`src/rtl/spih_pkg.sv`:
```
package spih_pkg;
  localparam int DATA_W = 32;
  localparam int LANES  = DATA_W / 8;

  // byte offsets of the mapped registers and ports
  localparam logic [31:0] OFF_CTRL  = 32'h00;
  localparam logic [31:0] OFF_FRAME = 32'h04;
  localparam logic [31:0] OFF_IEN   = 32'h0C;
  localparam logic [31:0] OFF_STAT  = 32'h10;
  localparam logic [31:0] OFF_RXB   = 32'h40;
  localparam logic [31:0] OFF_TXB   = 32'h44;
  localparam logic [31:0] OFF_RXW   = 32'h48;
  localparam logic [31:0] OFF_TXW   = 32'h4C;
  localparam logic [31:0] OFF_FUP   = 32'h50;

  // writable control bits: enable, master, direct/xip, clock idle, sample,
  // width modes, four-byte mode, clock rate
  localparam logic [31:0] CTRL_WMASK = 32'h0F01_FC0F;
  localparam int CB_WIDE = 16;

  localparam int IEN_W  = 6;
  localparam int STAT_W = 9;
  localparam int FUP_W  = 16;
endpackage

```
`src/rtl/spih_fifo.sv`:
```
module spih_fifo #(
  parameter int DEPTH = 16,
  parameter int LANES = 4,
  localparam int PTR_W = $clog2(DEPTH),
  localparam int CNT_W = PTR_W + 1
) (
  input  logic               clk,
  input  logic               rst_n,
  input  logic               gran_wide,
  input  logic               push_en,
  input  logic               push_wide,
  input  logic [8*LANES-1:0] push_data,
  input  logic               pop_en,
  input  logic               pop_wide,
  output logic [8*LANES-1:0] head_data,
  output logic [CNT_W-1:0]   level,
  output logic               short_data,
  output logic               short_room
);
  logic [7:0]       mem [DEPTH];
  logic [PTR_W-1:0] wr_q, wr_nxt, rd_q, rd_nxt;
  logic [CNT_W-1:0] cnt_q, cnt_nxt, free_c, push_need, pop_need, gran_need;
  logic             push_acc, pop_acc;

  always_comb begin
    push_need = push_wide ? CNT_W'(LANES) : CNT_W'(1);
    pop_need  = pop_wide  ? CNT_W'(LANES) : CNT_W'(1);
    gran_need = gran_wide ? CNT_W'(LANES) : CNT_W'(1);
    free_c    = CNT_W'(DEPTH) - cnt_q;
    push_acc  = push_en && (free_c >= push_need);
    pop_acc   = pop_en && (cnt_q >= pop_need);
    wr_nxt    = push_acc ? wr_q + PTR_W'(push_need) : wr_q;
    rd_nxt    = pop_acc  ? rd_q + PTR_W'(pop_need)  : rd_q;
    cnt_nxt   = cnt_q + (push_acc ? push_need : '0) - (pop_acc ? pop_need : '0);
    short_data = cnt_q < gran_need;
    short_room = free_c < gran_need;
    level      = cnt_q;
  end

  generate
    for (genvar l = 0; l < LANES; l++) begin : g_head
      assign head_data[8*l +: 8] = mem[rd_q + PTR_W'(l)];
    end
  endgenerate

  always_ff @(posedge clk or negedge rst_n) begin
    if (!rst_n) begin
      wr_q  <= '0;
      rd_q  <= '0;
      cnt_q <= '0;
    end else begin
      wr_q  <= wr_nxt;
      rd_q  <= rd_nxt;
      cnt_q <= cnt_nxt;
    end
  end

  always_ff @(posedge clk) begin
    for (int l = 0; l < LANES; l++) begin
      if (push_acc && (l == 0 || push_wide)) begin
        mem[wr_q + PTR_W'(l)] <= push_data[8*l +: 8];
      end
    end
  end


  cnt_bound_chk: assert property (@(posedge clk) disable iff (!rst_n)
    cnt_q <= CNT_W'(DEPTH));


  empty_pop_chk: assert property (@(posedge clk) disable iff (!rst_n)
    (pop_en && cnt_q == '0 && !push_en) |=> cnt_q == '0);


  wide_pop_chk: assert property (@(posedge clk) disable iff (!rst_n)
    (pop_en && pop_wide && cnt_q >= CNT_W'(LANES) && !push_en)
      |=> cnt_q == $past(cnt_q) - CNT_W'(LANES));


  byte_push_chk: assert property (@(posedge clk) disable iff (!rst_n)
    (push_en && !push_wide && cnt_q < CNT_W'(DEPTH) && !pop_en)
      |=> cnt_q == $past(cnt_q) + CNT_W'(1));
endmodule

```
`src/rtl/spih_status.sv`:
```
module spih_status
  import spih_pkg::*;
(
  input  logic              clk,
  input  logic              rst_n,
  input  logic              tx_set,
  input  logic              rx_set,
  input  logic              done_clr,
  input  logic              rx_short,
  input  logic              tx_short,
  input  logic              busy,
  input  logic              wide,
  input  logic [IEN_W-1:0]  ien,
  output logic [STAT_W-1:0] status,
  output logic              irq
);
  logic txd_q, txd_nxt, rxd_q, rxd_nxt;

  always_comb begin
    txd_nxt = tx_set ? 1'b1 : (done_clr ? 1'b0 : txd_q);
    rxd_nxt = rx_set ? 1'b1 : (done_clr ? 1'b0 : rxd_q);
    status  = {wide, !busy, 1'b0, tx_short, rx_short, !tx_short, !rx_short,
               rxd_q, txd_q};
    irq     = |(status[IEN_W-1:0] & ien);
  end

  always_ff @(posedge clk or negedge rst_n) begin
    if (!rst_n) begin
      txd_q <= 1'b0;
      rxd_q <= 1'b0;
    end else begin
      txd_q <= txd_nxt;
      rxd_q <= rxd_nxt;
    end
  end


  irq_mask_chk: assert property (@(posedge clk) disable iff (!rst_n)
    (ien == '0) |-> !irq);


  done_clear_chk: assert property (@(posedge clk) disable iff (!rst_n)
    (done_clr && !tx_set) |=> !status[0]);


  done_hold_chk: assert property (@(posedge clk) disable iff (!rst_n)
    (status[1] && !done_clr) |=> status[1]);
endmodule

```
`src/rtl/spih_regif.sv`:
```
module spih_regif
  import spih_pkg::*;
#(
  parameter int ADDR_W     = 8,
  parameter int FIFO_DEPTH = 16,
  localparam int CNT_W     = $clog2(FIFO_DEPTH) + 1
) (
  input  logic              clk,
  input  logic              rst_n,
  input  logic              bus_en,
  input  logic              bus_we,
  input  logic [ADDR_W-1:0] bus_addr,
  input  logic [31:0]       bus_wdata,
  output logic [31:0]       bus_rdata,
  output logic              irq,
  output logic [31:0]       ctrl_cfg,
  output logic [31:0]       frame_cfg,
  output logic [15:0]       frame_upper,
  output logic              frame_start,
  input  logic              eng_busy,
  input  logic              eng_tx_done,
  input  logic              eng_rx_done,
  input  logic              eng_tx_pop,
  output logic [7:0]        eng_tx_byte,
  output logic              eng_tx_empty,
  input  logic              eng_rx_push,
  input  logic [7:0]        eng_rx_byte,
  output logic              eng_rx_full
);
  // reset: asserted asynchronously, released after two clock edges
  logic [1:0] rst_pipe;
  logic       rst_i_n;
  always_ff @(posedge clk or negedge rst_n) begin
    if (!rst_n) rst_pipe <= 2'b00;
    else        rst_pipe <= {rst_pipe[0], 1'b1};
  end
  assign rst_i_n = rst_pipe[1];

  function automatic logic hit(input logic [ADDR_W-1:0] a, input logic [31:0] off);
    return a[ADDR_W-1:2] == off[ADDR_W-1:2];
  endfunction

  logic                  wr, rd, wide;
  logic                  h_ctrl, h_frm, h_ien, h_stat, h_rxb, h_txb, h_rxw, h_txw, h_fup;
  logic [31:0]           ctrl_q, ctrl_nxt, frm_q, frm_nxt, rdata_q, rdata_nxt;
  logic [FUP_W-1:0]      fup_q, fup_nxt;
  logic [IEN_W-1:0]      ien_q, ien_nxt;
  logic                  start_q, start_nxt;
  logic                  tx_push, rx_pop;
  logic [8*LANES-1:0]    tx_head, rx_head;
  logic [CNT_W-1:0]      tx_level, rx_level;
  logic                  tx_short_data, tx_short_room, rx_short_data, rx_short_room;
  logic [STAT_W-1:0]     status;

  always_comb begin
    wr     = bus_en && bus_we;
    rd     = bus_en && !bus_we;
    wide   = ctrl_q[CB_WIDE];
    h_ctrl = hit(bus_addr, OFF_CTRL);
    h_frm  = hit(bus_addr, OFF_FRAME);
    h_ien  = hit(bus_addr, OFF_IEN);
    h_stat = hit(bus_addr, OFF_STAT);
    h_rxb  = hit(bus_addr, OFF_RXB);
    h_txb  = hit(bus_addr, OFF_TXB);
    h_rxw  = hit(bus_addr, OFF_RXW);
    h_txw  = hit(bus_addr, OFF_TXW);
    h_fup  = hit(bus_addr, OFF_FUP);

    ctrl_nxt  = (wr && h_ctrl) ? (bus_wdata & CTRL_WMASK) : ctrl_q;
    frm_nxt   = (wr && h_frm)  ? bus_wdata : frm_q;
    fup_nxt   = (wr && h_fup)  ? bus_wdata[FUP_W-1:0] : fup_q;
    ien_nxt   = (wr && h_ien)  ? bus_wdata[IEN_W-1:0] : ien_q;
    start_nxt = wr && h_frm && !eng_busy;

    tx_push = wr && (h_txb || (h_txw && wide));
    rx_pop  = rd && (h_rxb || (h_rxw && wide));

    rdata_nxt = '0;
    if (h_ctrl)      rdata_nxt = ctrl_q;
    else if (h_frm)  rdata_nxt = frm_q;
    else if (h_ien)  rdata_nxt = 32'(ien_q);
    else if (h_stat) rdata_nxt = 32'(status);
    else if (h_fup)  rdata_nxt = 32'(fup_q);
    else if (h_rxb)  rdata_nxt = (rx_level != '0) ? 32'(rx_head[7:0]) : '0;
    else if (h_rxw)  rdata_nxt = (wide && rx_level >= CNT_W'(LANES)) ? rx_head : '0;
  end

  always_ff @(posedge clk or negedge rst_i_n) begin
    if (!rst_i_n) begin
      ctrl_q  <= '0;
      frm_q   <= '0;
      fup_q   <= '0;
      ien_q   <= '0;
      start_q <= 1'b0;
      rdata_q <= '0;
    end else begin
      ctrl_q  <= ctrl_nxt;
      frm_q   <= frm_nxt;
      fup_q   <= fup_nxt;
      ien_q   <= ien_nxt;
      start_q <= start_nxt;
      if (rd) rdata_q <= rdata_nxt;
    end
  end

  spih_fifo #(.DEPTH(FIFO_DEPTH), .LANES(LANES)) u_txq (
    .clk(clk), .rst_n(rst_i_n), .gran_wide(wide),
    .push_en(tx_push), .push_wide(h_txw), .push_data(bus_wdata),
    .pop_en(eng_tx_pop), .pop_wide(1'b0),
    .head_data(tx_head), .level(tx_level),
    .short_data(tx_short_data), .short_room(tx_short_room)
  );

  spih_fifo #(.DEPTH(FIFO_DEPTH), .LANES(LANES)) u_rxq (
    .clk(clk), .rst_n(rst_i_n), .gran_wide(wide),
    .push_en(eng_rx_push), .push_wide(1'b0), .push_data(32'(eng_rx_byte)),
    .pop_en(rx_pop), .pop_wide(h_rxw),
    .head_data(rx_head), .level(rx_level),
    .short_data(rx_short_data), .short_room(rx_short_room)
  );

  spih_status u_stat (
    .clk(clk), .rst_n(rst_i_n),
    .tx_set(eng_tx_done), .rx_set(eng_rx_done), .done_clr(wr && h_frm),
    .rx_short(rx_short_data), .tx_short(tx_short_room),
    .busy(eng_busy), .wide(wide), .ien(ien_q),
    .status(status), .irq(irq)
  );

  assign bus_rdata    = rdata_q;
  assign ctrl_cfg     = ctrl_q;
  assign frame_cfg    = frm_q;
  assign frame_upper  = fup_q;
  assign frame_start  = start_q;
  assign eng_tx_byte  = tx_head[7:0];
  assign eng_tx_empty = tx_level == '0;
  assign eng_rx_full  = rx_level == CNT_W'(FIFO_DEPTH);


  start_idle_chk: assert property (@(posedge clk) disable iff (!rst_i_n)
    frame_start |-> $past(!eng_busy));


  ctrl_mask_chk: assert property (@(posedge clk) disable iff (!rst_i_n)
    (ctrl_cfg & ~CTRL_WMASK) == '0);


  ready_chk: assert property (@(posedge clk) disable iff (!rst_i_n)
    status[7] == !eng_busy);
endmodule

```
`config.mk`:
```
export PLATFORM = sky130hd
export DESIGN_NAME = spih_regif
export DESIGN_NICKNAME = d
export VERILOG_FILES = /design/src/rtl/spih_pkg.sv /design/src/rtl/spih_fifo.sv /design/src/rtl/spih_status.sv /design/src/rtl/spih_regif.sv
export SDC_FILE = /design/constraint.sdc
export NUM_CORES = 1
export LEC_CHECK = 0
export BUFFER_PORTS_ARGS = -buffer_cell sky130_fd_sc_hd__buf_2
export CAP_MARGIN = 10
export CORE_MARGIN = 2
export CORE_UTILIZATION = 36
export CTS_BUF_LIST = sky130_fd_sc_hd__clkbuf_16
export DETAILED_ROUTE_END_ITERATION = 12
export GPL_TIMING_DRIVEN = 0
export PLACE_DENSITY = 0.49
export SYNTH_ARGS = -nofsm -noshare
export SYNTH_HDL_FRONTEND = slang
export SYNTH_SLANG_ARGS = --single-unit
```
`constraint.sdc`:
```
create_clock -name clk -period 5.3 [get_ports clk]
set_input_delay 1.06 -clock clk [delete_from_list [all_inputs] [get_ports clk]]
set_output_delay 1.06 -clock clk [all_outputs]
set_load 0.03 [all_outputs]
```
Word level (Yosys, flattened, before mapping)
Memories as Yosys holds them, arrays and structs flattened.
Index checks and enable logic that the tools add are counted.
{ "totals": {"regBits": 132, "mem_bits_rw": 256, "inputBits": 57, "out_inout_bits": 124, "mem_count": 2} }
{ "classes": {"n_addsub": 16, "magnitude_cmp": 7, "n_eq_ne": 9, "mux": 25, "bitwise_logic": 1, "reduce_logical": 29} }
{ "mem_list": {"columns": ["name", "depth", "word_bits", "read_ports", "rd_ports_with_merged_regs", "wr", "line_no", "rtl"], "rows": [
  ["u_rxq.mem", 16, 8, 4, 0, 1, "spih_fifo.sv:20", "logic [7:0] mem [DEPTH];"],
  ["u_txq.mem", 16, 8, 1, 0, 4, "spih_fifo.sv:20", null]
]} }
{ "op_table": {"columns": ["cell", "n"], "rows": [
  ["2-to-1 mux 32 bit", 8],
  ["== test 6 x 5 -> 1 bit, second input constant", 5],
  ["logical AND 1 bit", 17],
  ["adder 4 x 1 -> 4 bit, second input constant", 4],
  ["adder 4 x 2 -> 4 bit, second input constant", 4],
  ["2-to-1 mux 1 bit", 11],
  ["adder 5 bit", 2],
  ["greater-or-equal comparator 5 x 1 -> 1 bit, second input constant", 2],
  ["greater-or-equal comparator 5 bit", 2],
  ["2-to-1 mux 5 bit", 2],
  ["subtractor 5 bit", 2],
  ["subtractor 5 bit, first input constant", 2],
  ["2-to-1 mux 3 bit", 3],
  ["adder 4 bit", 2],
  ["2-to-1 mux 8 bit", 1],
  ["AND 6 bit", 1],
  ["== test 6 x 1 -> 1 bit, second input constant", 1],
  ["== test 6 x 2 -> 1 bit, second input constant", 1],
  ["== test 6 x 3 -> 1 bit, second input constant", 1],
  ["zero test 6 bit", 1],
  ["OR reduction 6 bit", 1],
  ["== test 5 bit, second input constant", 1],
  ["greater-or-equal comparator 5 x 3 -> 1 bit, second input constant", 1],
  ["zero test 5 bit", 1],
  ["other kinds (6)", 11]
]} }

Logic depth before layout (Yosys ltp)
{ "depth": {"depth_word": 10, "mapped_depth": 20} }

Cells and area by module
A second synthesis with hierarchy kept.
{ "hier_totals": {"hier_cells": 3114, "hier_area_um2": 33911.3} }
{ "by_module_without_submodules": {"columns": ["module", "instances", "cells_each", "area_per_inst_um2", "seq_area_each_um2"], "rows": [
  ["spih_fifo (u_txq)", 1, 1385, 14594.0, 4169.0],
  ["spih_fifo (u_rxq)", 1, 1316, 14317.5, 4169.0],
  ["spih_regif", 1, 394, 4838.4, 2602.5],
  ["spih_status", 1, 19, 161.4, 50.0]
]} }

Least setup slack after synthesis
No wires, ideal clock.
{ "synth_path": {"path_type": "input -> register", "from": "in bus_addr[3]", "to": "reg u_txq.cnt_q[4] (netlist: u_txq.level[4])", "setup_time_ns": 0.079, "arrival_time_ns": 4.597, "required_ns": 5.221, "setup_slack_ns": 0.623, "cell_stages": 17, "path_buffers": 4, "cell_sequence": "clkbuf_1 > buf_1 > nand3_1 > ha_1 > or3b_2 > a21oi_2 > buf_2 > a211o_1 > buf_2 > nor2_1 > ha_1 > inv_1 > fa_1 > inv_1 > a21o_1 > a21oi_1 > xor2_1"} }
{ "synth_between": {"elab_chain_len": 8, "elab_cells_between_ends": 11, "classes_between": "2 x add/sub; 1 x order compare; 2 x eq/ne; 2 x mux; 4 x reduce/logical"} }
{ "synth_rtl": {"columns": ["element", "line_no", "rtl"], "rows": [
  ["start, declared", "spih_regif.sv:12", "input logic [ADDR_W-1:0] bus_addr,"],
  ["parallel branches: the longest is 5 deep, another holds greater-or-equal comparator 5 bit", null, null],
  ["2-to-1 mux 5 bit *", "spih_fifo.sv:34", "cnt_nxt = cnt_q + (push_acc ? push_need : '0) - (pop_acc ? pop_need : '0);"],
  ["adder 5 bit *", "spih_fifo.sv:34", null],
  ["subtractor 5 bit *", "spih_fifo.sv:34", null],
  ["named net u_txq.cnt_nxt[4]", "spih_fifo.sv:22", "logic [CNT_W-1:0] cnt_q, cnt_nxt, free_c, push_need, pop_need, gran_need;"],
  ["end signal, assigned", "spih_fifo.sv:54", "cnt_q <= cnt_nxt;"],
  ["end, declared", "spih_fifo.sv:22", null]
]} }
Mark *: on every way through the listed nets, which the timed path passes.
A chain may end at the register's enable or synchronous reset.

Worst setup path after layout
{ "layout_path": {"from": "reg u_rxq.rd_q[1]", "to": "reg rdata_q[12] (netlist: bus_rdata[12])"} }
{ "layout_between": {"elab_chain_len": 10} }
{ "layout_rtl": {"columns": ["element", "line_no", "rtl"], "rows": [
  ["start, declared", "spih_fifo.sv:21", "logic [PTR_W-1:0] wr_q, wr_nxt, rd_q, rd_nxt;"],
  ["start signal, assigned", "spih_fifo.sv:53", "rd_q <= rd_nxt;"],
  ["adder 4 x 1 -> 4 bit", "spih_fifo.sv:42", "assign head_data[8*l +: 8] = mem[rd_q + PTR_W'(l)];"],
  ["memory (16 x 8 bit)", null, null],
  ["2-to-1 mux 32 bit (2 in series)", "spih_regif.sv:85", "else if (h_rxw) rdata_nxt = (wide && rx_level >= CNT_W'(LANES)) ? rx_head : '0;"],
  ["2-to-1 mux 32 bit", "spih_regif.sv:84", "else if (h_rxb) rdata_nxt = (rx_level != '0) ? 32'(rx_head[7:0]) : '0;"],
  ["2-to-1 mux 32 bit", "spih_regif.sv:83", "else if (h_fup) rdata_nxt = 32'(fup_q);"],
  ["2-to-1 mux 32 bit", "spih_regif.sv:82", "else if (h_stat) rdata_nxt = 32'(status);"],
  ["2-to-1 mux 32 bit", "spih_regif.sv:81", "else if (h_ien) rdata_nxt = 32'(ien_q);"],
  ["2-to-1 mux 32 bit", "spih_regif.sv:80", "else if (h_frm) rdata_nxt = frm_q;"],
  ["2-to-1 mux 32 bit", "spih_regif.sv:79", "if (h_ctrl) rdata_nxt = ctrl_q;"],
  ["end signal, assigned", "spih_regif.sv:102", "if (rd) rdata_q <= rdata_nxt;"],
  ["end, declared", "spih_regif.sv:45", "logic [31:0] ctrl_q, ctrl_nxt, frm_q, frm_nxt, rdata_q, rdata_nxt;"]
]} }
No other way between the ends.

==> metrics.txt <==
# TYPE chip_impl_metric gauge
chip_impl_info{name="outcome",value="finished, final reports clean"} 1
chip_impl_metric{name="io-pin-count",unit=""} 181
chip_impl_info{name="ctsRootBufferMaster",value="sky130_fd_sc_hd__clkbuf_16"} 1
chip_impl_metric{name="die_height",unit="microns"} 265
chip_impl_metric{name="p_leak",unit="nW"} 10.8
chip_impl_metric{name="cts_buffer_depth",unit=""} 3
chip_impl_metric{name="tightestPinTransition",unit="ns"} 1.26
chip_impl_metric{name="area_growth_syn_to_layout",unit="%"} 14.9
chip_impl_metric{name="port-buffer-count",unit=""} 135
chip_impl_metric{name="power_per_standard_cell_area",unit="nW/um^2"} 381
chip_impl_metric{name="post_route_cells_drive_above_1_share",unit=""} 0.268
chip_impl_metric{name="crit_arrival",unit="ns"} 5.71
chip_impl_metric{name="synth_edf_count",unit=""} 256
chip_impl_metric{name="rows",unit=""} 95
chip_impl_metric{name="period_minus_slack",unit="ns"} 5.22
chip_impl_info{name="synth_flop_cell",value="sky130_fd_sc_hd__edfxtp_1"} 1
chip_impl_metric{name="core_area",unit="sq um"} 67400
chip_impl_metric{name="yosys_warnings",unit=""} 0
chip_impl_metric{name="number_of_global_route_vias_before_repair",unit=""} 19600
chip_impl_metric{name="register_bit_total_from_synthesis",unit=""} 388
chip_impl_metric{name="hpwl",unit="microns"} 78600
chip_impl_info{name="unrepaired_setup_endpoints_after_global_routing",value="no"} 1
chip_impl_metric{name="clock_skew",unit="ns"} 0.0301
chip_impl_metric{name="worst-endpoint-required",unit="ns"} 5.79
chip_impl_metric{name="drcViolationCount",unit=""} 0
chip_impl_metric{name="n_fill_cell",unit=""} 6370
chip_impl_metric{name="hold_violations",unit=""} 0
chip_impl_metric{name="grt_start_max_net_pins",unit=""} 62
chip_impl_metric{name="syn-mean-instance-area",unit="sq um"} 12.1
chip_impl_metric{name="design.die.area",unit="sq um"} 70500
chip_impl_metric{name="syn-cell-area",unit="sq um"} 24600
chip_impl_info{name="cp-end-kind",value="register"} 1
chip_impl_info{name="netlist.top_cell.by_area",value="sky130_fd_sc_hd__edfxtp_1"} 1
chip_impl_metric{name="seq_area_frac_synth",unit=""} 0.447
chip_impl_metric{name="cts.htree.levels",unit=""} 2
chip_impl_info{name="worst_setup_path_class",value="register to register"} 1
chip_impl_metric{name="syn-instance-count",unit=""} 2029
chip_impl_metric{name="number_of_clock_sinks",unit=""} 388
chip_impl_info{name="critical_path.reg2reg.startpoint",value="u_rxq.rd_q[1]$_DFFE_PN0N_"} 1
chip_impl_metric{name="overflow",unit=""} 0
chip_impl_info{name="hold_path_class",value="input port to asynchronous set/reset pin"} 1
chip_impl_info{name="cts_tree",value="yes"} 1
chip_impl_metric{name="drt_pre_antenna_iters",unit=""} 8
chip_impl_metric{name="hold-worst-slack",unit="ns"} 0.213
chip_impl_metric{name="first_pass_grt_wire_length",unit="microns"} 148000
chip_impl_metric{name="biggest_fanout_along_the_worst_timing_path",unit=""} 19
chip_impl_metric{name="synthDominantCellAreaShare",unit=""} 0.312
chip_impl_metric{name="clk-insertion-delay-late",unit="ns"} 0.62
chip_impl_metric{name="start_util",unit=""} 0.365
chip_impl_metric{name="detailroute.via_count",unit=""} 20100
chip_impl_metric{name="routed_wirelength",unit="microns"} 105000
chip_impl_metric{name="finalNetCount",unit=""} 2353
chip_impl_metric{name="cts.reportedPaths.clkPinSlew",unit="ns"} 0.07
chip_impl_metric{name="synth_cell_types",unit=""} 87
chip_impl_metric{name="fmax",unit="MHz"} 191
chip_impl_metric{name="ant_nets",unit=""} 0
chip_impl_metric{name="max_cap_violations",unit=""} 0
chip_impl_metric{name="wl_per_cell",unit="microns"} 33.4
chip_impl_metric{name="relSlewSlack",unit=""} 0.161
chip_impl_metric{name="die_w",unit="microns"} 265
chip_impl_info{name="yosys-top-cells-area",value="sky130_fd_sc_hd__edfxtp_1 31%, sky130_fd_sc_hd__mux4_2 17%, sky130_fd_sc_hd__dfrtp_1 13%, sky130_fd_sc_hd__mux2i_1 4.6%, sky130_fd_sc_hd__mux2_2 4.5%"} 1
chip_impl_metric{name="dr.first_iter.drc_count",unit=""} 2552
chip_impl_metric{name="place_congestion",unit=""} 1.02
chip_impl_metric{name="reg2regPathDepth",unit=""} 12
chip_impl_metric{name="setup_slack_reg_to_reg",unit="ns"} 0.08
chip_impl_metric{name="total_power",unit="mW"} 10.8
chip_impl_info{name="worstReg2RegEnd",value="bus_rdata[12]$_DFFE_PN0P_"} 1
chip_impl_metric{name="slew_violations",unit=""} 0
chip_impl_metric{name="finalCritPeriodShare",unit=""} 0.986
chip_impl_metric{name="setup_viol_count_final",unit=""} 0
chip_impl_metric{name="global_route.usage.total",unit=""} 0.295
chip_impl_metric{name="via_count_normalized_by_instance_count",unit=""} 6.38
chip_impl_metric{name="vdd_drop_max",unit="V"} 0.000246
chip_impl_metric{name="number_of_buffers_created_by_cts",unit=""} 46
chip_impl_metric{name="antenna_found_initial",unit=""} 6
chip_impl_metric{name="async_reset_ff_frac",unit=""} 0.340
chip_impl_info{name="cp-start-kind",value="register"} 1
## power breakdown
part           switching (mW)  internal (mW)  total [mW]
clock network            1.41           1.90        3.30
logic                    2.30           1.42        3.73
registers               0.227           3.51        3.73
## critical path, stage by stage (launching register included)
cell and delay, ns:
sky130_fd_sc_hd__dfrtp_1 0.56, sky130_fd_sc_hd__buf_2 0.58, sky130_fd_sc_hd__buf_2 0.46, sky130_fd_sc_hd__inv_1 0.13, sky130_fd_sc_hd__ha_1 0.30, sky130_fd_sc_hd__clkbuf_1 0.56
sky130_fd_sc_hd__clkbuf_1 0.70, sky130_fd_sc_hd__clkbuf_1 0.73, sky130_fd_sc_hd__mux4_2 0.43, sky130_fd_sc_hd__mux2i_1 0.26, sky130_fd_sc_hd__nand2_1 0.10, sky130_fd_sc_hd__o211ai_1 0.16
sky130_fd_sc_hd__a31oi_1 0.11
## worst max-delay path by stage
| stage | slack (ns) | cells after the start | from | to |
|---|---|---|---|---|
| floorplan | 0.62 | 17 | bus_addr[3] | u_txq.level[4]$_DFF_PN0_ |
| global placement | -0.90 | 13 | u_rxq.rd_q[1]$_DFFE_PN0N_ | bus_rdata[29]$_DFFE_PN0P_ |
| CTS | 0.16 | 14 | bus_addr[3] | u_txq.mem[9][4]$_DFFE_PP_ |
| finish | 0.08 | 12 | u_rxq.rd_q[1]$_DFFE_PN0N_ | bus_rdata[12]$_DFFE_PN0P_ |
| detailed placement | -0.93 | 13 | u_rxq.rd_q[1]$_DFFE_PN0N_ | bus_rdata[29]$_DFFE_PN0P_ |
| global route | 0.008 | 12 | u_rxq.rd_q[1]$_DFFE_PN0N_ | bus_rdata[8]$_DFFE_PN0P_ |
## metrics by stage
| step | instance area [sq um] | instances | setup WS (ns) | utilization | setup TNS [ns] |
|---|---|---|---|---|---|
| floorplan | 24700 | 2045 | 0.623 | - | 0 |
| global placement | 26400 | 3053 | -0.895 | 0.392 | -155.78 |
| detailed placement | 26700 | 3069 | -0.928 | 0.396 | -89.86 |
| CTS | 28200 | 3153 | 0.158 | 0.419 | 0 |
| global route | 28300 | 3159 | 0.00786 | 0.419 | 0 |
| finish | 28300 | 3160 | 0.0767 | 0.419 | 0 |
## layout by cell type, fill, tap and decap left out, types with 17 or more instances in the layout
cell                        Yosys  routed
sky130_fd_sc_hd__o22ai_1       26      26
sky130_fd_sc_hd__mux2_2        99      99
sky130_fd_sc_hd__a21oi_1       73      73
sky130_fd_sc_hd__nand3_1       34      34
sky130_fd_sc_hd__o21ai_0      109     109
sky130_fd_sc_hd__mux2i_1      112     112
sky130_fd_sc_hd__inv_1         49      51
sky130_fd_sc_hd__edfxtp_1     256     256
sky130_fd_sc_hd__a211oi_1      22      22
sky130_fd_sc_hd__nor2_1       112     110
sky130_fd_sc_hd__clkbuf_16      0      46
sky130_fd_sc_hd__nand2_1      178     178
sky130_fd_sc_hd__buf_1         38      35
sky130_fd_sc_hd__clkbuf_1     120     117
sky130_fd_sc_hd__buf_4         18      25
sky130_fd_sc_hd__o211ai_1      28      28
sky130_fd_sc_hd__mux4_2       184     184
sky130_fd_sc_hd__a221oi_1      19      19
sky130_fd_sc_hd__nor3_1        37      32
sky130_fd_sc_hd__and3_1        20      20
sky130_fd_sc_hd__buf_2         32     171
sky130_fd_sc_hd__conb_1         2      18
sky130_fd_sc_hd__ha_1          47      47
sky130_fd_sc_hd__nor2b_1       17      17
sky130_fd_sc_hd__dfrtp_1      132     131
sky130_fd_sc_hd__a22oi_1       23      23
## what timing repair did
| item | in CTS | in global routing |
|---|---|---|
| endpoints found under the setup margin | 40 | 34 |
| pin swaps | 0 | 1 |
| setup buffers | 0 | 3 |
| endpoints found under the hold margin | 0 | 0 |
| gates resized for setup | 5 | 3 |
| hold buffers | 0 | 0 |
## state kept, by name, indices dropped and copies added (netlist names), 5 cells and up
signal and flops:
frame_cfg 32, ctrl_cfg 15, u_txq.mem 128, u_txq.level 5, ien_q 6, bus_rdata 32, u_rxq.level 5, frame_upper 16
u_rxq.mem 128
## routing by layer
metal	GRT usage	part of all wire
met3	0.0576	0.087
met2	0.485	0.47
met4	0.171	0.066
met1	0.364	0.37
met5	0	0
## synth_stat cells (all sizes together) (12+ instances only)
cell type,n
mux2,99
a221oi,19
buf,88
o22ai,26
edfxtp,256
nand4,16
inv,49
a21o,14
nor3,41
a2111oi,13
nand3,35
and3,20
o211ai,29
nor2,112
dfrtp,132
or3,12
a211oi,22
nand2,179
mux2i,112
ha,47
a22oi,23
clkbuf,121
nor2b,17
o21ai,113
xnor2,16
a21oi,74
mux4,184
## kinds of logic (layout without fill, tap and decap cells)
family	count (synthesis)	in the layout	synth area share
AND/OR/NAND/NOR	485	485	0.0940
AO/OA/AOI/OAI	425	425	0.121
multiplexers	395	395	0.259
flip-flops	388	388	0.447
buffers and inverters	259	498	0.0439
adder cells (fa/ha/maj)	49	49	0.0255
XOR/XNOR	26	26	0.00926
other	2	21	0.000305
## final cells by class
| class | count | area (sq um) | share of cell area |
|---|---|---|---|
| plain buffers | 208 | 896 | 0.0317 |
| well taps | 873 | 1090 | 0.0386 |
| clock buffers | 46 | 1150 | 0.0407 |
| multi-input cells | 1398 | 12600 | 0.447 |
| diodes | 3 | 7.51 | 0.000266 |
| inverters | 50 | 188 | 0.00664 |
| repair buffers | 155 | 898 | 0.0318 |
| clock inverters | 39 | 405 | 0.0143 |
| flip-flops and latches | 388 | 11000 | 0.389 |
No activity file was read; power rests on OpenSTA's default activity.
